==> config.mk <==
export PLATFORM = sky130hd
export DESIGN_NAME = pulse_accum
export DESIGN_NICKNAME = d
export VERILOG_FILES = /design/src/rtl/pacc_pkg.sv /design/src/rtl/pacc_sync.sv /design/src/rtl/pacc_prescale.sv /design/src/rtl/pacc_core.sv /design/src/rtl/pulse_accum.sv
export SDC_FILE = /design/constraint.sdc
export NUM_CORES = 1
export LEC_CHECK = 0
export BUFFER_PORTS_ARGS = -buffer_cell sky130_fd_sc_hd__buf_2
export CORE_ASPECT_RATIO = 0.6
export CORE_MARGIN = 2
export CORE_UTILIZATION = 36
export DETAILED_ROUTE_END_ITERATION = 8
export GPL_ROUTABILITY_DRIVEN = 0
export GPL_TIMING_DRIVEN = 0
export MAX_ROUTING_LAYER = met4
export PLACE_DENSITY = 0.71
export SETUP_SLACK_MARGIN = 0.4
export SYNTH_ARGS = -nofsm -noshare
export SYNTH_HDL_FRONTEND = slang
export SYNTH_SLANG_ARGS = --single-unit
export TNS_END_PERCENT = 50
==> constraint.sdc <==
create_clock -name clk -period 2 [get_ports clk]
set_clock_uncertainty 0.2 [all_clocks]
set_input_delay 0.2 -clock clk [delete_from_list [all_inputs] [get_ports clk]]
set_output_delay 0.2 -clock clk [all_outputs]
set_load 0.005 [all_outputs]
==> src/rtl/pacc_pkg.sv <==
// Package: shared types for the pulse accumulator.
// Assumes the control register is three bits wide and the flag vector two bits wide.
package pacc_pkg;
    typedef struct packed {
        logic en;     // accumulator enabled
        logic gated;  // 1 = gated time mode, 0 = event mode
        logic pol;    // counted edge (event) or active level (gated)
    } pacc_ctl_t;

    localparam int FLG_OVF = 1;
    localparam int FLG_EDG = 0;
    localparam int FLG_W   = 2;
endpackage

==> src/rtl/pacc_sync.sv <==
// Module: pacc_sync
// Synchronizes the asynchronous input pin into the clock domain.
// Provides the settled level and one-cycle rise/fall pulses.
// Assumes STAGES >= 2. Reset drives all stages low.
module pacc_sync #(
    parameter int STAGES = 2
) (
    input  logic clk,
    input  logic rst_n,
    input  logic pin_i,
    output logic lvl_o,
    output logic rise_o,
    output logic fall_o
);
    localparam int LAST = STAGES;

    logic [LAST:0] shreg;

    // Purpose: shift the pin through the synchronizer plus one history stage.
    always_ff @(posedge clk) begin
        if (!rst_n) shreg <= '0;
        else        shreg <= {shreg[LAST-1:0], pin_i};
    end

    // Purpose: compare the settled sample with the previous one.
    always_comb begin
        lvl_o  = shreg[LAST-1];
        rise_o =  shreg[LAST-1] & ~shreg[LAST];
        fall_o = ~shreg[LAST-1] &  shreg[LAST];
    end
endmodule

==> src/rtl/pacc_prescale.sv <==
// Module: pacc_prescale
// Divides the bus clock while run_i is high and emits a one-cycle tick every DIV clocks.
// Restarts from zero whenever run_i drops, so partial periods are discarded.
// Assumes DIV >= 2.
module pacc_prescale #(
    parameter int DIV = 64
) (
    input  logic clk,
    input  logic rst_n,
    input  logic run_i,
    output logic tick_o
);
    localparam int PW = (DIV > 2) ? $clog2(DIV) : 1;
    localparam logic [PW-1:0] LAST = PW'(DIV - 1);

    logic [PW-1:0] phase;

    // Purpose: flag the terminal phase of an open window.
    always_comb tick_o = run_i && (phase == LAST);

    // Purpose: advance the phase while running, otherwise hold at zero.
    always_ff @(posedge clk) begin
        if (!rst_n || !run_i) phase <= '0;
        else if (tick_o)      phase <= '0;
        else                  phase <= phase + 1'b1;
    end
endmodule

==> src/rtl/pacc_core.sv <==
// Module: pacc_core
// Mode decode, counter and flag logic.
// The counter has no reset. A software load beats an increment.
// A flag set beats a write-one clear in the same cycle.
// Assumes the inputs are already synchronous.
module pacc_core
    import pacc_pkg::*;
#(
    parameter int CNT_W = 8
) (
    input  logic              clk,
    input  logic              rst_n,
    input  pacc_ctl_t         ctl_i,
    input  logic              lvl_i,
    input  logic              rise_i,
    input  logic              fall_i,
    input  logic              tick_i,
    input  logic              cnt_wr,
    input  logic [CNT_W-1:0]  cnt_wdata,
    input  logic [FLG_W-1:0]  flg_clr,
    output logic              gate_open_o,
    output logic [CNT_W-1:0]  cnt_o,
    output logic [FLG_W-1:0]  flg_o
);
    localparam logic [CNT_W-1:0] CNT_MAX = '1;

    logic              ev_hit;
    logic              trail;
    logic              inc;
    logic [FLG_W-1:0]  set_v;
    logic [CNT_W-1:0]  cnt_q;
    logic [FLG_W-1:0]  flg_q;

    // Purpose: decode the mode and polarity into count and flag events.
    always_comb begin
        ev_hit      = ctl_i.en && !ctl_i.gated && (ctl_i.pol ? rise_i : fall_i);
        gate_open_o = ctl_i.en &&  ctl_i.gated && (lvl_i == ctl_i.pol);
        trail       = ctl_i.en &&  ctl_i.gated && (ctl_i.pol ? fall_i : rise_i);
        inc         = ev_hit || (ctl_i.en && ctl_i.gated && tick_i);
        set_v          = '0;
        set_v[FLG_EDG] = ev_hit || trail;
        set_v[FLG_OVF] = inc && !cnt_wr && (cnt_q == CNT_MAX);
    end

    // Purpose: the counter takes a software load, otherwise the increment; reset does not touch it.
    always_ff @(posedge clk) begin
        if (cnt_wr)   cnt_q <= cnt_wdata;
        else if (inc) cnt_q <= cnt_q + 1'b1;
    end

    // Purpose: sticky flags with write-one clear; a new set has priority.
    always_ff @(posedge clk) begin
        if (!rst_n) flg_q <= '0;
        else        flg_q <= (flg_q & ~flg_clr) | set_v;
    end

    assign cnt_o = cnt_q;
    assign flg_o = flg_q;
endmodule

==> src/rtl/pulse_accum.sv <==
// Module: pulse_accum (top)
// Event or gated-time pulse accumulator with control, enable and flag registers.
// Assumes a synchronous active-low reset. Only pin_i is asynchronous.
module pulse_accum
    import pacc_pkg::*;
#(
    parameter int CNT_W       = 8,
    parameter int GATE_DIV    = 64,
    parameter int SYNC_STAGES = 2
) (
    input  logic             clk,
    input  logic             rst_n,
    input  logic             pin_i,
    input  logic             ctl_wr,
    input  logic [2:0]       ctl_wdata,
    input  logic             cnt_wr,
    input  logic [CNT_W-1:0] cnt_wdata,
    input  logic             ie_wr,
    input  logic [1:0]       ie_wdata,
    input  logic [1:0]       flg_clr,
    output logic [2:0]       ctl_o,
    output logic [CNT_W-1:0] cnt_o,
    output logic [1:0]       flg_o,
    output logic [1:0]       ie_o,
    output logic             irq_o
);
    pacc_ctl_t   ctl_q;
    logic [1:0]  ie_q;
    logic        lvl, rise, fall, tick, gate_open;

    // Purpose: control register.
    always_ff @(posedge clk) begin
        if (!rst_n)      ctl_q <= '0;
        else if (ctl_wr) ctl_q <= pacc_ctl_t'(ctl_wdata);
    end

    // Purpose: interrupt enable register.
    always_ff @(posedge clk) begin
        if (!rst_n)     ie_q <= '0;
        else if (ie_wr) ie_q <= ie_wdata;
    end

    pacc_sync #(.STAGES(SYNC_STAGES)) u_sync (
        .clk(clk), .rst_n(rst_n), .pin_i(pin_i),
        .lvl_o(lvl), .rise_o(rise), .fall_o(fall)
    );

    pacc_prescale #(.DIV(GATE_DIV)) u_psc (
        .clk(clk), .rst_n(rst_n), .run_i(gate_open), .tick_o(tick)
    );

    pacc_core #(.CNT_W(CNT_W)) u_core (
        .clk(clk), .rst_n(rst_n), .ctl_i(ctl_q),
        .lvl_i(lvl), .rise_i(rise), .fall_i(fall), .tick_i(tick),
        .cnt_wr(cnt_wr), .cnt_wdata(cnt_wdata), .flg_clr(flg_clr),
        .gate_open_o(gate_open), .cnt_o(cnt_o), .flg_o(flg_o)
    );

    // Purpose: drive the register views and the combined interrupt.
    always_comb begin
        ctl_o = ctl_q;
        ie_o  = ie_q;
        irq_o = |(flg_o & ie_q);
    end
endmodule

After elaboration in Yosys (flattened, before gate mapping):

Index checks and enable logic that the tools add are counted.
W data, S select, Z words.

* output and inout bits: 16
* input port bits: 21
* word-level logic and storage cells: 44
* flip-flop bits (word level): 24

* equal/unequal tests: 3
* muxes and demuxes: 4
* add/subtract/negate cells: 2
* bitwise logic cells: 8
* reductions and logical operators: 19

Operators by type and width (number)
* $mux W8: 2
* $logic_and A1 B1 Y1: 9
* $add A8 B1 Y8 const B: 1
* $eq A8 B8 Y1 const B: 1
* $add A6 B1 Y6 const B: 1
* $eq A6 B6 Y1 const B: 1
* $and A2 B2 Y2: 2
* $logic_not A1 Y1: 4
* $reduce_or A2 Y1: 2
* $logic_or A1 B1 Y1: 3
* $and A1 B1 Y1: 2
* $mux W1: 2
* $not A1 Y1: 2
* $not A2 Y2: 1
* $or A2 B2 Y2: 1
* $reduce_bool A2 Y1: 1
* $eq A1 B1 Y1: 1

Longest topological paths before layout:

* depth after elaboration: 8
* mapped depth: 5
* depth with buffers taken out: 5

Cells and area by module:

A second synthesis with hierarchy kept.

* cells, all modules: 113
* area total of the unflattened synthesis: 1129.8 um^2

Modules (own cells, without submodules)
* pacc_core: area an instance 603.1 um^2, sequential area each 280.3 um^2, times used 1, cells an instance 61
* pacc_prescale: area an instance 245.2 um^2, sequential area each 120.1 um^2, times used 1, cells an instance 28
* pulse_accum: area an instance 190.2 um^2, sequential area each 100.1 um^2, times used 1, cells an instance 16
* pacc_sync: area an instance 91.3 um^2, sequential area each 60.1 um^2, times used 1, cells an instance 8

Worst setup path before layout:

No wires, ideal clock.

* path type: reg2reg
* start: register ctl_q (netlist bit ctl_o[0])
* end: register u_core.cnt_q[0], in the netlist u_core.cnt_o[0] (enable)
* setup time: 0.328 ns
* arrival: 1.277 ns
* stages on the path, launching flop included: 5
* clock period less this slack: 1.805 ns
* slack: 0.195 ns
* buffers on the path: 0
* data required time: 1.472 ns
* path through: dfxtp_1 -> or3b_1 -> a21oi_2 -> a41oi_2 -> or2b_1

* cells in the longest elaborated chain, start to end: 6
* elaborated cells between the ends (all ways): 8
* those cells by class: eq/ne: 1; mux: 1; reduce/logical: 6

Ends and longest elaborated chain
* start: declaration: line pulse_accum.sv:27 `pacc_ctl_t ctl_q;`
* start signal: assignment: line pulse_accum.sv:34 `else if (ctl_wr) ctl_q <= pacc_ctl_t'(ctl_wdata);`
* $eq A1 B1 Y1: line pacc_core.sv:37 `gate_open_o = ctl_i.en && ctl_i.gated && (lvl_i == ctl_i.pol);`
* $logic_and A1 B1 Y1: line pacc_core.sv:37
* $logic_and A1 B1 Y1: line pacc_prescale.sv:19 `always_comb tick_o = run_i && (phase == LAST);`
* $logic_and A1 B1 Y1: line pacc_core.sv:39 `inc = ev_hit || (ctl_i.en && ctl_i.gated && tick_i);`
* $logic_or A1 B1 Y1 *: line pacc_core.sv:39
* $reduce_bool A2 Y1 (no source line) *
* end signal: assignment: line pacc_core.sv:47 `if (cnt_wr) cnt_q <= cnt_wdata;`
* end signal: assignment: line pacc_core.sv:48 `else if (inc) cnt_q <= cnt_q + 1'b1;`
* end: declaration: line pacc_core.sv:31 `logic [CNT_W-1:0] cnt_q;`

Mark *: on every way between the ends. The rest lies on a longest branch, timed or not.
A chain may end at the register's enable or synchronous reset.

Final worst setup path:

* start: register u_core.cnt_q[0], in the netlist u_core.cnt_o[0]
* end: register u_core.cnt_q[6], in the netlist u_core.cnt_o[6], data pin

* cells in the longest elaborated chain, start to end: 3

Ends and longest elaborated chain (line)
* $add A8 B1 Y8: pacc_core.sv:48
* $mux W8: pacc_core.sv:48
* $mux W8: pacc_core.sv:47

No other way between the ends. The select of a mux whose other input is x is not followed.

==> impl_results.rst <==
.. list-table::
   :header-rows: 1

   * - Metric
     - Value
   * - TritonRoute pass-1 iters
     - 4
   * - Root buffer selected by CTS
     - sky130_fd_sc_hd__clkbuf_8
   * - Commonest non-fill, non-tap cell in the layout
     - sky130_fd_sc_hd__buf_2
   * - Number of rows in the core area
     - 15
   * - Detailed route wirelength on metal3
     - 70 µm
   * - Syn Nets
     - 130
   * - Yosys top cell by area
     - sky130_fd_sc_hd__dfxtp_1
   * - Simple-gate share of the synthesized area
     - 0.225
   * - Final Hold Fails
     - 0
   * - NumNets Final
     - 179
   * - Antenna cell count
     - 0
   * - Final Max Tran Viols
     - 0
   * - Number of antenna violations at the first check in global routing
     - 0
   * - Share of Yosys cell area claimed by the top area cell type
     - 0.288
   * - Ports
     - 37
   * - Total routing usage reported by global routing
     - 0.151
   * - Worst hold margin
     - 0.00626 ns
   * - Total length of routed wires
     - 2390 µm
   * - Number of distinct standard cells referenced by the synthesized netlist
     - 29
   * - XOR/XNOR Fraction of Synth Area
     - 0.0788
   * - Via density per instance
     - 4.69
   * - Met2 routed WL
     - 1160 µm
   * - Compound-Gate Fraction of Synth Area
     - 0.104
   * - Synthesized instance count
     - 107
   * - Area growth from synthesis to layout
     - 33.4%
   * - Area of the core region
     - 2910 µm²
   * - Pin count of the biggest net entering global routing
     - 14
   * - Area of the mapped netlist
     - 1110 µm²
   * - Area contributors post-synth
     - sky130_fd_sc_hd__dfxtp_1 29%, sky130_fd_sc_hd__edfxtp_1 22%, sky130_fd_sc_hd__xor2_1 5.5%
   * - Via count
     - 923
   * - Critical Path Source Type
     - flip-flop
   * - Mapped Avg Cell Area
     - 10.4 µm²
   * - # H-tree levels
     - 1
   * - Setup TNS
     - 0 ns
   * - WL/cell
     - 12.1 µm
   * - Path class of the lowest-slack min-delay path
     - in2reg
   * - Arithmetic-cell share of the synthesized area counting full adders, half adders and majority gates
     - 0.0225
   * - Slew HR
     - 0.737
   * - Overflow after GRT
     - 0
   * - Seq cells post-synth
     - 24
   * - Combinational family with the most area after synthesis
     - simple AND/OR/NAND/NOR gates
   * - Post-layout minimum cycle time
     - 1.77 ns
   * - Final period util
     - 0.883
   * - Areal power density over the cells
     - 669 nW/µm²
   * - Sequential area share after synthesis
     - 0.505
   * - Yosys warning total
     - 0
   * - Met1 wire length
     - 1150 µm
   * - Required time of the critical path
     - 1.80 ns
   * - Arrival time of data at the critical path endpoint
     - 1.56 ns
   * - Drt initial violations
     - 45
   * - Critical Path Sink Type
     - flip-flop
   * - Share of cells above drive strength 1
     - 0.329
   * - Clock slew at the register clock pins of the worst setup and hold paths
     - 0.08 ns
   * - Final Util
     - 0.510
   * - Top layer in use
     - met4
   * - Die ar.
     - 3560 µm²
   * - Most frequent cells in the layout
     - 36 x sky130_fd_sc_hd__buf_2, 14 x sky130_fd_sc_hd__dfxtp_1, 11 x sky130_fd_sc_hd__nand2_1, 8 x sky130_fd_sc_hd__o21ai_0, 8 x sky130_fd_sc_hd__edfxtp_1
   * - Clock buffers created by TritonCTS
     - 3
   * - Number of global-route vias before repair
     - 848
   * - Max FO, Critical Path
     - 5
   * - Leak pwr
     - 0.000611 µW
   * - CTS tree
     - yes
   * - WS Path Type
     - reg2reg
   * - Outcome
     - completed
   * - Number of violations of the max-capacitance limit
     - 0
   * - HPWL after detailed placement
     - 1860 µm
   * - RSZ-0062 raised after global routing
     - true
   * - Largest voltage drop on the vdd net
     - 296 µV
   * - Worst slew pin tran
     - 0.395 ns
   * - Post-route DRC violation count
     - 0
   * - Die height
     - 47.0 µm
   * - Starting utilization of the core area
     - 0.382
   * - Clk_lat worst skew
     - 0.27 ns
   * - ANT nets after route
     - 0
   * - Total Power Consumption
     - 992 µW
   * - Buffer depth of the longest clock path
     - 2
   * - Maximum frequency from static timing analysis
     - 0.567 GHz
   * - Share of synthesized area spent on multiplexers
     - 0.0552
   * - Sinks on Clock Net
     - 24
   * - Wire length of the first global-routing pass
     - 3770 µm
   * - Final setup violation count
     - 0
   * - # port buffers
     - 36
   * - Width of the die
     - 75.7 µm
[final cells by class]
| type | count | area (µm²) |
|---|---|---|
| flip-flops and latches | 24 | 566 |
| plain buffers | 2 | 7.51 |
| multi-input cells | 80 | 543 |
| well taps | 42 | 52.6 |
| fillers | 274 | 1430 |
| clock buffers | 4 | 55.1 |
| inverters | 1 | 3.75 |
| repair buffers | 44 | 255 |
[cells in the mapped netlist]
cell and n:
sky130_fd_sc_hd__a21oi_2 1, sky130_fd_sc_hd__inv_1 1, sky130_fd_sc_hd__a22o_1 1, sky130_fd_sc_hd__dfxtp_1 16, sky130_fd_sc_hd__nand4b_1 2, sky130_fd_sc_hd__nor2b_1 6, sky130_fd_sc_hd__o32ai_2 1, sky130_fd_sc_hd__or3b_2 1
sky130_fd_sc_hd__nand3b_1 2, sky130_fd_sc_hd__or2b_1 1, sky130_fd_sc_hd__xor2_1 7, sky130_fd_sc_hd__nand4_1 1, sky130_fd_sc_hd__o31a_2 1, sky130_fd_sc_hd__nand2b_1 1, sky130_fd_sc_hd__edfxtp_1 8, sky130_fd_sc_hd__nor2_1 6
sky130_fd_sc_hd__xnor2_1 3, sky130_fd_sc_hd__a21oi_1 3, sky130_fd_sc_hd__ha_1 2, sky130_fd_sc_hd__or3b_1 1, sky130_fd_sc_hd__clkbuf_1 2, sky130_fd_sc_hd__nand2_1 11, sky130_fd_sc_hd__o21ai_0 8, sky130_fd_sc_hd__mux2_2 1
sky130_fd_sc_hd__and3_1 3, sky130_fd_sc_hd__nand3_1 7, sky130_fd_sc_hd__and2_1 4, sky130_fd_sc_hd__mux2i_1 5, sky130_fd_sc_hd__a41oi_2 1
[power by group]
part	total, µW	switching, µW	internal (µW)	leakage (µW)
Clock	321	145	176	0.0000288
Combinational	116	50.2	66.2	0.000372
Sequential	555	24.8	530	0.000211
Total	992	220	772	0.000611
[critical path, cell delays in order, from the launching register on]
cell and delay [ns]:
sky130_fd_sc_hd__edfxtp_1 0.44, sky130_fd_sc_hd__ha_1 0.25, sky130_fd_sc_hd__and3_1 0.17, sky130_fd_sc_hd__nand3_1 0.14
sky130_fd_sc_hd__xor2_1 0.20, sky130_fd_sc_hd__o21ai_0 0.10
[sequential cells by signal, indices dropped and copies added (netlist names)]
signal and flops:
ctl_o 3, u_psc.phase 6, u_core.flg_o 2, u_sync.shreg 3
ie_o 2, u_core.cnt_o 8
[worst paths after layout]
kind                                                  from                          to  slack [ns]  cells after the start
worst min register to register  u_sync.shreg[0]$_SDFF_PN0_  u_sync.shreg[1]$_SDFF_PN0_        0.24                      1
worst max-delay path             u_core.cnt_o[0]$_DFFE_PP_   u_core.cnt_o[6]$_DFFE_PP_        0.23                      5
worst max register to register   u_core.cnt_o[0]$_DFFE_PP_   u_core.cnt_o[6]$_DFFE_PP_        0.23                      5
worst min-delay path                          cnt_wdata[4]   u_core.cnt_o[4]$_DFFE_PP_       0.006                      3
[routing by layer]
metal / GRT usage / up-vias
met5: - / -
met1: 0.197 / 427
met2: 0.242 / 21
met3: 0.0322 / 2
met4: 0.0421 / 0
li1: - / 473
[cell families after synthesis]
logic type	count (synthesis)
adders and majority gates	2
buffers and inverters	3
xor gates and xnor gates	10
muxes	6
and+or+nand+nor	46
DFF	24
AOI/OAI and AO/OA	16
[through the flow]
stage	cell area, µm²	cells	worst slack (ns)
5_1_grt	1480	197	0.188
2_1_floorplan	1120	107	0.333
3_3_place_gp	1350	185	0.258
3_5_place_dp	1350	185	0.233
6_report	1480	197	0.235
4_1_cts	1480	197	0.231
[timing repair]
item                                    4_1_cts  5_1_grt
endpoints found under the setup margin        9       11
buffers inserted                              2        0
gates resized for setup                       1        0
hold buffers                                  6        0
hold endpoints to repair                      6        0
pin swaps                                     0        0
(Power assumes the default switching activity.)
